**src/rtl/wpc_pkg.sv**
```systemverilog
package wpc_pkg;
  typedef enum logic [1:0] {
    PS_NOM   = 2'd0,
    PS_EARLY = 2'd1,
    PS_LATE  = 2'd2
  } ps_mode_t;

  function automatic ps_mode_t decode_code(input logic [1:0] code);
    case (code)
      2'b01:   decode_code = PS_EARLY;
      2'b10:   decode_code = PS_LATE;
      default: decode_code = PS_NOM;
    endcase
  endfunction
endpackage

```
**src/rtl/wpc_delay_line.sv**
```systemverilog
module wpc_delay_line #(
  parameter int DEPTH = 8
) (
  input  logic             clk,
  input  logic             rst,
  input  logic             din,
  output logic [DEPTH-1:0] stages
);
  always_ff @(posedge clk) begin
    if (rst) stages[0] <= 1'b0;
    else     stages[0] <= din;
  end

  for (genvar i = 1; i < DEPTH; i++) begin : g_stage
    always_ff @(posedge clk) begin
      if (rst) stages[i] <= 1'b0;
      else     stages[i] <= stages[i-1];
    end
  end
endmodule

```
**src/rtl/wpc_sel_hold.sv**
```systemverilog
module wpc_sel_hold
  import wpc_pkg::*;
#(
  parameter int DEPTH    = 8,
  parameter int TAP_LATE = 4
) (
  input  logic             clk,
  input  logic             rst,
  input  logic             din,
  input  logic [1:0]       preshift,
  input  logic [DEPTH-1:0] stages,
  output ps_mode_t         mode
);
  logic rise;
  logic busy;

  assign rise = din & ~stages[0];
  assign busy = |stages[TAP_LATE:0];

  always_ff @(posedge clk) begin
    if (rst)               mode <= PS_NOM;
    else if (rise && !busy) mode <= decode_code(preshift);
  end

  // while a pulse is still ahead of the deepest tap, the selection holds
  a_r7_hold_while_busy: assert property (@(posedge clk) disable iff (rst)
    busy |=> $stable(mode));

  // code 11 starts a pulse in nominal mode
  a_r5_code11_nominal: assert property (@(posedge clk) disable iff (rst)
    (rise && !busy && preshift == 2'b11) |=> (mode == PS_NOM));

  // no change of selection without a pulse start
  a_r6_latch_on_rise: assert property (@(posedge clk) disable iff (rst)
    !rise |=> $stable(mode));
endmodule

```
**src/rtl/wpc_tap_mux.sv**
```systemverilog
module wpc_tap_mux
  import wpc_pkg::*;
#(
  parameter int DEPTH     = 8,
  parameter int TAP_EARLY = 0,
  parameter int TAP_NOM   = 2,
  parameter int TAP_LATE  = 4
) (
  input  logic             clk,
  input  logic             rst,
  input  logic [DEPTH-1:0] stages,
  input  ps_mode_t         mode,
  output logic             wdata_n
);
  logic picked;

  always_comb begin
    case (mode)
      PS_EARLY: picked = stages[TAP_EARLY];
      PS_LATE:  picked = stages[TAP_LATE];
      default:  picked = stages[TAP_NOM];
    endcase
  end

  always_ff @(posedge clk) begin
    if (rst) wdata_n <= 1'b1;
    else     wdata_n <= ~picked;
  end

  // an empty delay line leaves the drive output inactive
  a_r1_idle_high: assert property (@(posedge clk) disable iff (rst)
    (stages == '0) |=> wdata_n);

  // reset forces the output inactive on the next edge
  a_r1_reset_high: assert property (@(posedge clk)
    rst |=> wdata_n);
endmodule

```
**src/rtl/wpc_shifter.sv**
```systemverilog
module wpc_shifter
  import wpc_pkg::*;
#(
  parameter int DEPTH     = 8,
  parameter int TAP_EARLY = 0,
  parameter int TAP_NOM   = 2,
  parameter int TAP_LATE  = 4
) (
  input  logic       clk,
  input  logic       rst,
  input  logic       wdata_in,
  input  logic [1:0] preshift,
  output logic       wdata_n
);
  localparam int LAST = DEPTH - 1;

  logic [DEPTH-1:0] stages;
  ps_mode_t         mode;

  initial begin
    if (!(TAP_EARLY < TAP_NOM && TAP_NOM < TAP_LATE && TAP_LATE <= LAST))
      $error("wpc_shifter: taps must rise strictly and fit the line");
  end

  wpc_delay_line #(.DEPTH(DEPTH)) u_line (
    .clk(clk), .rst(rst), .din(wdata_in), .stages(stages)
  );

  wpc_sel_hold #(.DEPTH(DEPTH), .TAP_LATE(TAP_LATE)) u_sel (
    .clk(clk), .rst(rst), .din(wdata_in), .preshift(preshift),
    .stages(stages), .mode(mode)
  );

  wpc_tap_mux #(
    .DEPTH(DEPTH), .TAP_EARLY(TAP_EARLY), .TAP_NOM(TAP_NOM), .TAP_LATE(TAP_LATE)
  ) u_mux (
    .clk(clk), .rst(rst), .stages(stages), .mode(mode), .wdata_n(wdata_n)
  );
endmodule

```
**config.mk**
```make
export PLATFORM = sky130hd
export DESIGN_NAME = wpc_shifter
export DESIGN_NICKNAME = d
export VERILOG_FILES = /design/src/rtl/wpc_pkg.sv /design/src/rtl/wpc_delay_line.sv /design/src/rtl/wpc_sel_hold.sv /design/src/rtl/wpc_tap_mux.sv /design/src/rtl/wpc_shifter.sv
export SDC_FILE = /design/constraint.sdc
export NUM_CORES = 1
export LEC_CHECK = 0
export CORE_AREA = 2 2 39 41
export CTS_BUF_LIST = sky130_fd_sc_hd__clkbuf_8 sky130_fd_sc_hd__clkbuf_16
export DETAILED_ROUTE_END_ITERATION = 10
export DIE_AREA = 0 0 41 43
export PLACE_DENSITY_LB_ADDON = 0.12
export SYNTH_ARGS = -nofsm -noshare
export SYNTH_HDL_FRONTEND = slang
export SYNTH_SLANG_ARGS = --single-unit
```
**constraint.sdc**
```tcl
create_clock -name clk -period 2.4 [get_ports clk]
set_input_delay 0.24 -clock clk [delete_from_list [all_inputs] [get_ports clk]]
set_output_delay 0.24 -clock clk [all_outputs]
set_load 0.005 [all_outputs]
```
After elaboration in Yosys (flattened, before gate mapping)

Cells that the tools add are included.

Flip-flop bits (word level): 8
Output and inout bits: 1

Eq/ne operators: 4
Multiplexer cells: 2
Bitwise gates (word level): 3
Reductions and logical operators: 3

Operators with widths:

| cell                                                             | count |
|---|---|
| 5-bit OR reduction                                               | 1 |
| 2-bit by 1-bit == test with 1-bit output (second input constant) | 2 |
| 2-bit == test (second input constant)                            | 2 |
| 2-bit case mux with 2 select lines                               | 1 |
| 1-bit inverter                                                   | 2 |
| 1-bit case mux with 2 select lines                               | 1 |
| 1-bit bitwise AND                                                | 1 |
| 1-bit logical AND                                                | 1 |
| 1-bit logical NOT                                                | 1 |

Longest topological paths before layout

Gate-level depths: netlist of the first run.

Depth after elaboration: 3
Gate-level depth with buffers: 4
Depth with buffers taken out: 4

Modules after synthesis

Synthesis of the first run repeated with hierarchy kept, for this count alone.

Cells, all modules: 35
Area, all modules: 399.1 um2

By module, submodules not included:

| module         | instances | cells each | area each (um2) | seq. area each (um2) |
|---|---|---|---|---|
| wpc_delay_line | 1         | 16         | 210.2           | 160.2 |
| wpc_sel_hold   | 1         | 11         | 108.9           | 40.0 |
| wpc_tap_mux    | 1         | 8          | 80.1            | 20.0 |

Worst setup path before layout of the first run

Ideal clock, no wire load.

Path kind: register to register
From: reg u_line.stages[4]
To: reg u_sel.mode[1]
Arrival time: 0.933 ns
Required time: 2.284 ns
Setup slack: 1.350 ns
Stages on the path, launching flop included: 4
Path buffers: 0
Cells stage by stage: dfxtp_1 > nor4b_4 > a211oi_1 > a41o_1

Longest elaborated chain between the ends: 3

RTL lines:

| element                         | RTL line             | text |
|---|---|---|
| start, declared                 | wpc_delay_line.sv:7  | `output logic [DEPTH-1:0] stages` |
| start signal, assigned by index | wpc_delay_line.sv:17 | `else stages[i] <= stages[i-1];` |
| 5-bit OR reduction              | wpc_sel_hold.sv:18   | `assign busy = \|stages[TAP_LATE:0];` |
| 1-bit logical NOT               | wpc_sel_hold.sv:22   | `else if (rise && !busy) mode <= decode_code(preshift);` |
| 1-bit logical AND               | wpc_sel_hold.sv:22   |  |
| end signal, assigned            | wpc_sel_hold.sv:22   |  |
| end, declared                   | wpc_sel_hold.sv:12   | `output ps_mode_t mode` |

No other way between the ends.
A chain may end at the register's enable or synchronous reset.

Final worst setup path of the first run

From: reg u_mux.wdata_n
To: out wdata_n

RTL lines:

| element                | RTL line          | text |
|---|---|---|
| start, declared        | wpc_tap_mux.sv:13 | `output logic wdata_n` |
| start signal, assigned | wpc_tap_mux.sv:27 | `else wdata_n <= ~picked;` |
| end, declared          | wpc_shifter.sv:13 | `output logic wdata_n` |

No word-level cell between the ends.

==> metrics.csv, run 1 <==
metric;value;unit
first_iter_violations;2;
clock_skew;0.002818;ns
postSynthCellCount;30;
synth.largest_area_cell;dfxtp_1;
pwr-share-comb;0.077;
fin_nets;46;
ys.flop_type;dfxtp_1;
synth_area_leaders;dfxtp_1 50%, ha_1 7.8%, nor2b_1 7.8%;
drive_gt1_frac;0.1351;
status;finished, final reports clean;
cts_root_buffer;clkbuf_8;
ir_worst_vdd;0.4412;mV
max_freq;0.8028;GHz
cp_slowest_cell;clkdlybuf4s50_1;
tritoncts;built;
wire_per_inst;10.30;µm
cts.repair.resized;0;
p_total;323.5;µW
yosysSeqAreaShare;0.4961;
powerDensity;753.8;nW/µm²
drv_cap;0;
syn-cell-area;322.8;µm²
drcViolationCount;0;
path_cells;clkdlybuf4s50_1;
diodes;0;
synth_top_cell_area_share;0.4961;
grt_max_degree;11;
routed_wl;546;µm
swShare;0.1909;
cts_hold_buf;0;
grt.busiest_layer;met2;
yosysWarnings;0;
p_clk_frac;0.486;
grt_pass1_wl;966;µm
detail-route-antenna-nets;0;
synth_edf_count;0;
grt_pass1_vias;240;
maxSlewViolCount;0;
crit_path_max_incr_delay;0.49;ns
cp_top_family;buffers and inverters;
fin_crit_sh;0.5190;
num_rows;14;
clockBufferDepth;2;
cts.sinks;8;
area_growth;32.95;%
slew_headroom;0.7708;
switching_power;61.75;µW
via_per_inst;4.358;
io_buffer_count;5;
hold_violations;0;
path_buf_inv;1;
critPathKind;flip-flop to output pin;
pwr-share-seq;0.438;
ios;6;
finalCriticalPeriod;1.246;ns
use_met1;0.09091;
ys_ff_latch;8;
antenna_found_initial;0;
setup_tns;0;ns
overflow;0;
dieWidth;41;µm
coreArea;1384;µm²
synth_nets;37;
async_flop_share;0;
arrival;1.01;ns
dr.pass1.iters;2;
met2_usage;0.1188;
hpwl;416.9;µm
rsz0062_at_grt;no;
clock_latency;0.22;ns
cp-end-kind;output pin;
start_util;0.2333;
num_vias;231;
gp_congestion;0.7370;
hold_class;flip-flop to flip-flop;
worst_pin_slew;0.3427;ns
die_h;43;µm
power_leakage;0.1722;nW
cts_setup_buffers;0;
crit_fanout;1;
start_kind;flip-flop;
yosysUniqueCellTypes;15;
synth.most_common_cell;dfxtp_1;
path_clk_slew;0.04;ns
numCtsBuffers;3;
p_int;261.7;µW
setup_viol;0;
synthTopCellsByCount;8 x dfxtp_1, 4 x nor2b_1, 3 x inv_1, 3 x nor2_1, 2 x ha_1;
syn_avg_cell_area;10.76;µm²
required;2.16;ns
die-area;1763;µm²
track_usage;0.08761;
htreeDepth;1;
grt.met3_usage;0.09424;
## kinds of logic (layout without fill, tap and decap cells)
| group | Yosys count | after routing | share of synthesized area |
|---|---|---|---|
| flip-flops | 8 | 8 | 0.4961 |
| AND/OR/NAND/NOR | 11 | 11 | 0.2364 |
| AO/OA/AOI/OAI | 5 | 5 | 0.1396 |
| buffers and inverters | 4 | 11 | 0.05037 |
| adder cells (fa/ha/maj) | 2 | 2 | 0.07751 |
## placed cells by master, fill, tap and decap left out
cell type	synthesis	routed
inv_1	3	3
clkbuf_8	0	3
nand2_1	1	1
clkdlybuf4s50_1	0	5
a211oi_1	1	1
nor2_1	3	3
ha_1	2	2
dfxtp_1	8	8
a41o_1	1	1
nor3b_1	1	1
a211o_2	1	1
a211o_1	1	1
a221oi_1	1	1
nor2b_1	4	4
nand3_1	1	1
nor4b_4	1	1
## layer usage
layer	share of wire	vias to the layer above
met5	0	-
met1	0.42	108
met2	0.48	5
met4	0	0
li1	-	118
met3	0.093	0
## registers in the layout (all words and copies together), names as in the netlist
signal         count
u_line.stages      5
u_sel.mode         2
u_mux.wdata_n      1
## final timing paths
check | start | end | slack (ns) | cells after the start
max | u_mux.wdata_n | wdata_n | 1.15 | 1
min | u_line.stages[3] | u_line.stages[4] | 0.46 | 1
max reg2reg | u_line.stages[4] | u_sel.mode[1] | 1.26 | 3
min reg2reg | u_line.stages[3] | u_line.stages[4] | 0.46 | 1
## metrics by stage
stage | cells | setup slack, ns | utilization | cell area [µm²] | hold slack [ns]
floorplan | 30 | 1.350 | - | 322.8 | 0.3682
global placement | 50 | 0.9656 | 0.2803 | 387.9 | 0.4519
detailed placement | 50 | 0.9466 | 0.2803 | 387.9 | 0.4455
CTS | 53 | 1.141 | 0.3101 | 429.2 | 0.4671
global route | 53 | 1.104 | 0.3101 | 429.2 | 0.4738
finish | 53 | 1.154 | 0.3101 | 429.2 | 0.4644
## power by group through the flow
stage | clock, mW | sequential, mW | combinational [mW]
CTS | 0.162 | 0.142 | 0.0253
floorplan | 0 | 0.143 | 0.0142
global route | 0.173 | 0.142 | 0.0280
detailed placement | 0 | 0.144 | 0.0252
global placement | 0 | 0.144 | 0.0248
finish | 0.157 | 0.142 | 0.0248
## layout make-up
type / count / area [µm²]
Fill cell: 144 / 954.7
Sequential cell: 8 / 160.2
Multi-Input combinational cell: 18 / 146.4
Timing Repair Buffer: 5 / 50.05
Clock buffer: 3 / 41.29
Tap cell: 16 / 20.02
Inverter: 3 / 11.26
Note: power is estimated with default switching activity, not from simulation.
==> run 2: changes to the inputs <==
==> constraint.sdc (replaced) <==
create_clock -name clk -period 1.3 [get_ports clk]
set_input_delay 0.13 -clock clk [delete_from_list [all_inputs] [get_ports clk]]
set_output_delay 0.13 -clock clk [all_outputs]
set_load 0.005 [all_outputs]
==> run 2 against run 1 <==
Register-to-register slack got worse by 1.1 ns. Count of clock-buffer cells in the layout is the same. Critical path depth did not move. Clock power rose by 85%. Worst hold slack lost 0.0037 ns. Sequential share of layout area is 1.3 points lower. Die area unchanged. Sequential power increased by 84%.
==> metrics.csv, run 2 (same netlist as run 1, synthesis figures left out) <==
metric;value;unit;change
status;finished, final reports clean;;
met2_length;307;µm;+16%
die-area;1763;µm²;unchanged
die_h;43;µm;unchanged
tritoncts;built;;
clock_latency;0.22;ns;about the same
detail-route-antenna-nets;0;;unchanged
path_buf_inv;1;;unchanged
num_rows;14;;unchanged
routed_wl;605;µm;+11%
drive_gt1_frac;0.1795;;+0.04435
p_clk_frac;0.481;;-0.005
grt_pass1_vias;267;;+11%
cts_root_buffer;clkbuf_8;;
cts.repair.resized;0;;unchanged
track_usage;0.1088;;+0.02115
ios;6;;unchanged
arrival;1.01;ns;about the same
area_growth;37.60;%;
grt_max_degree;9;;-2
clockBufferDepth;2;;unchanged
start_kind;flip-flop;;
pwr-share-comb;0.085;;+0.008
wire_per_inst;11.00;µm;+6.8%
largest_reg_flops;5;;unchanged
ir_worst_vdd;0.6355;mV;+44%
finalCriticalPeriod;1.137;ns;
slew_headroom;0.8157;;+0.04484
layout_common_cells;8 x dfxtp_1, 5 x clkdlybuf4s50_1, 4 x nor2b_1;;
drcViolationCount;0;;unchanged
hold_violations;0;;unchanged
met3_length;50;µm;-2.0%
crit_path_max_incr_delay;0.49;ns;about the same
gp_congestion;0.7367;;about the same
n_fill_cell;145;;+0.69%
powerDensity;1358;nW/µm²;+80%
via_per_inst;4.400;;+0.95%
cp_top_family;buffers and inverters;;
drv_cap;0;;unchanged
hold_class;flip-flop to flip-flop;;
numCtsBuffers;3;;unchanged
max_freq;0.8798;GHz;
holdPathStages;1;;unchanged
switching_power;115.3;µW;+87%
top_regs;u_line.stages: 5 flops, u_sel.mode: 2 flops, u_mux.wdata_n: 1 flops;;
fin_crit_sh;0.8743;;
path_cells;clkdlybuf4s50_1;;
mostFrequentLayoutCell;dfxtp_1;;
worst_pin_slew;0.2756;ns;-0.06705 ns
grt_pass1_wl;1.166;mm;+21%
rsz0062_at_grt;no;;
crit_fanout;1;;unchanged
cp_slowest_cell;clkdlybuf4s50_1;;
start_util;0.2333;;unchanged
diodes;0;;unchanged
io_buffer_count;5;;unchanged
critPathKind;flip-flop to output pin;;
dieWidth;41;µm;unchanged
top_layer;met4;;
largest-register;u_line.stages;;
first_iter_violations;2;;unchanged
r2r_cells;4;;+1
cts.sinks;8;;unchanged
path_depth;1;;unchanged
maxSlewViolCount;0;;unchanged
hpwl;446.4;µm;+7.1%
num_vias;242;;+4.8%
pwr-share-seq;0.434;;-0.004
p_int;487.7;µW;+86%
cts_hold_buf;0;;unchanged
coreArea;1384;µm²;unchanged
fin_nets;48;;+4.3%
htreeDepth;1;;unchanged
antenna_found_initial;0;;unchanged
power_leakage;0.1820;nW;+5.7%
place_inst;52;;+4.0%
clock_skew;0.001808;ns;-0.001010 ns
stdcell_count;55;;+3.8%
setup_tns;0;ns;unchanged
path_clk_slew;0.04;ns;about the same
wl_met1;231;µm;unchanged
setup_viol;0;;unchanged
swShare;0.1912;;+0.0003513
required;1.17;ns;-0.99 ns
cp-end-kind;output pin;;
cts_setup_buffers;0;;unchanged
dr.pass1.iters;2;;unchanged
overflow;0;;unchanged
run 2: cell types whose count changed in the layout (fill, tap and decap cells not counted), sizes merged:
cell / before / now
buf: 0 / 2
run 2: layer usage:
metal,GRT usage,up-vias
met5,0,-
met4,0.06000,0
met3,0.09424,2
met2,0.1438,5
met1,0.1136,114
li1,-,121
run 2: worst paths after layout:
kind | end | from | slack, ns
worst max register to register | u_mux.wdata_n | u_sel.mode[0] | 0.21
worst min register to register | u_line.stages[4] | u_line.stages[3] | 0.46
worst max-delay path | wdata_n | u_mux.wdata_n | 0.16
worst min-delay path | u_line.stages[4] | u_line.stages[3] | 0.46
run 2: cell type report:
cell class                 instances  area [µm²]  share of cell area
inverter                           3       11.26             0.02535
sequential                         8       160.2              0.3606
clock buffer                       3       41.29             0.09296
timing repair buffer               7       65.06              0.1465
tap                               16       20.02             0.04507
multi-input combinational         18       146.4              0.3296
run 2: through the flow:
stage | setup WS, ns | cell area [µm²] | util | hold slack (ns) | power [mW]
floorplan | 0.2504 | 322.8 | - | 0.2582 | 0.2908
global placement | 0.03984 | 402.9 | 0.2911 | 0.4548 | 0.3166
detailed placement | 0.03350 | 402.9 | 0.2911 | 0.4537 | 0.3174
CTS | 0.1502 | 444.2 | 0.3210 | 0.4583 | 0.6139
global route | 0.1259 | 444.2 | 0.3210 | 0.4813 | 0.6396
finish | 0.1634 | 444.2 | 0.3210 | 0.4607 | 0.6030
run 2: power groups by stage:
stage	clock network (mW)	registers, mW	logic [mW]
2_1_floorplan	0	0.265	0.0262
6_report	0.290	0.261	0.0515
3_3_place_gp	0	0.265	0.0511
5_1_grt	0.319	0.263	0.0581
3_5_place_dp	0	0.266	0.0519
4_1_cts	0.300	0.262	0.0524
==> run 3: changes to the inputs <==
--- a/config.mk
+++ b/config.mk
@@ -7,9 +7,11 @@
 export LEC_CHECK = 0
 export CORE_AREA = 2 2 39 41
 export CTS_BUF_LIST = sky130_fd_sc_hd__clkbuf_8 sky130_fd_sc_hd__clkbuf_16
+export CTS_CLUSTER_SIZE = 8
 export DETAILED_ROUTE_END_ITERATION = 10
 export DIE_AREA = 0 0 41 43
 export PLACE_DENSITY_LB_ADDON = 0.12
+export SLEW_MARGIN = 5
 export SYNTH_ARGS = -nofsm -noshare
 export SYNTH_HDL_FRONTEND = slang
 export SYNTH_SLANG_ARGS = --single-unit
==> results of run 3 <==
Same layout as run 2: the final DEF is identical, and so are final timing and power.
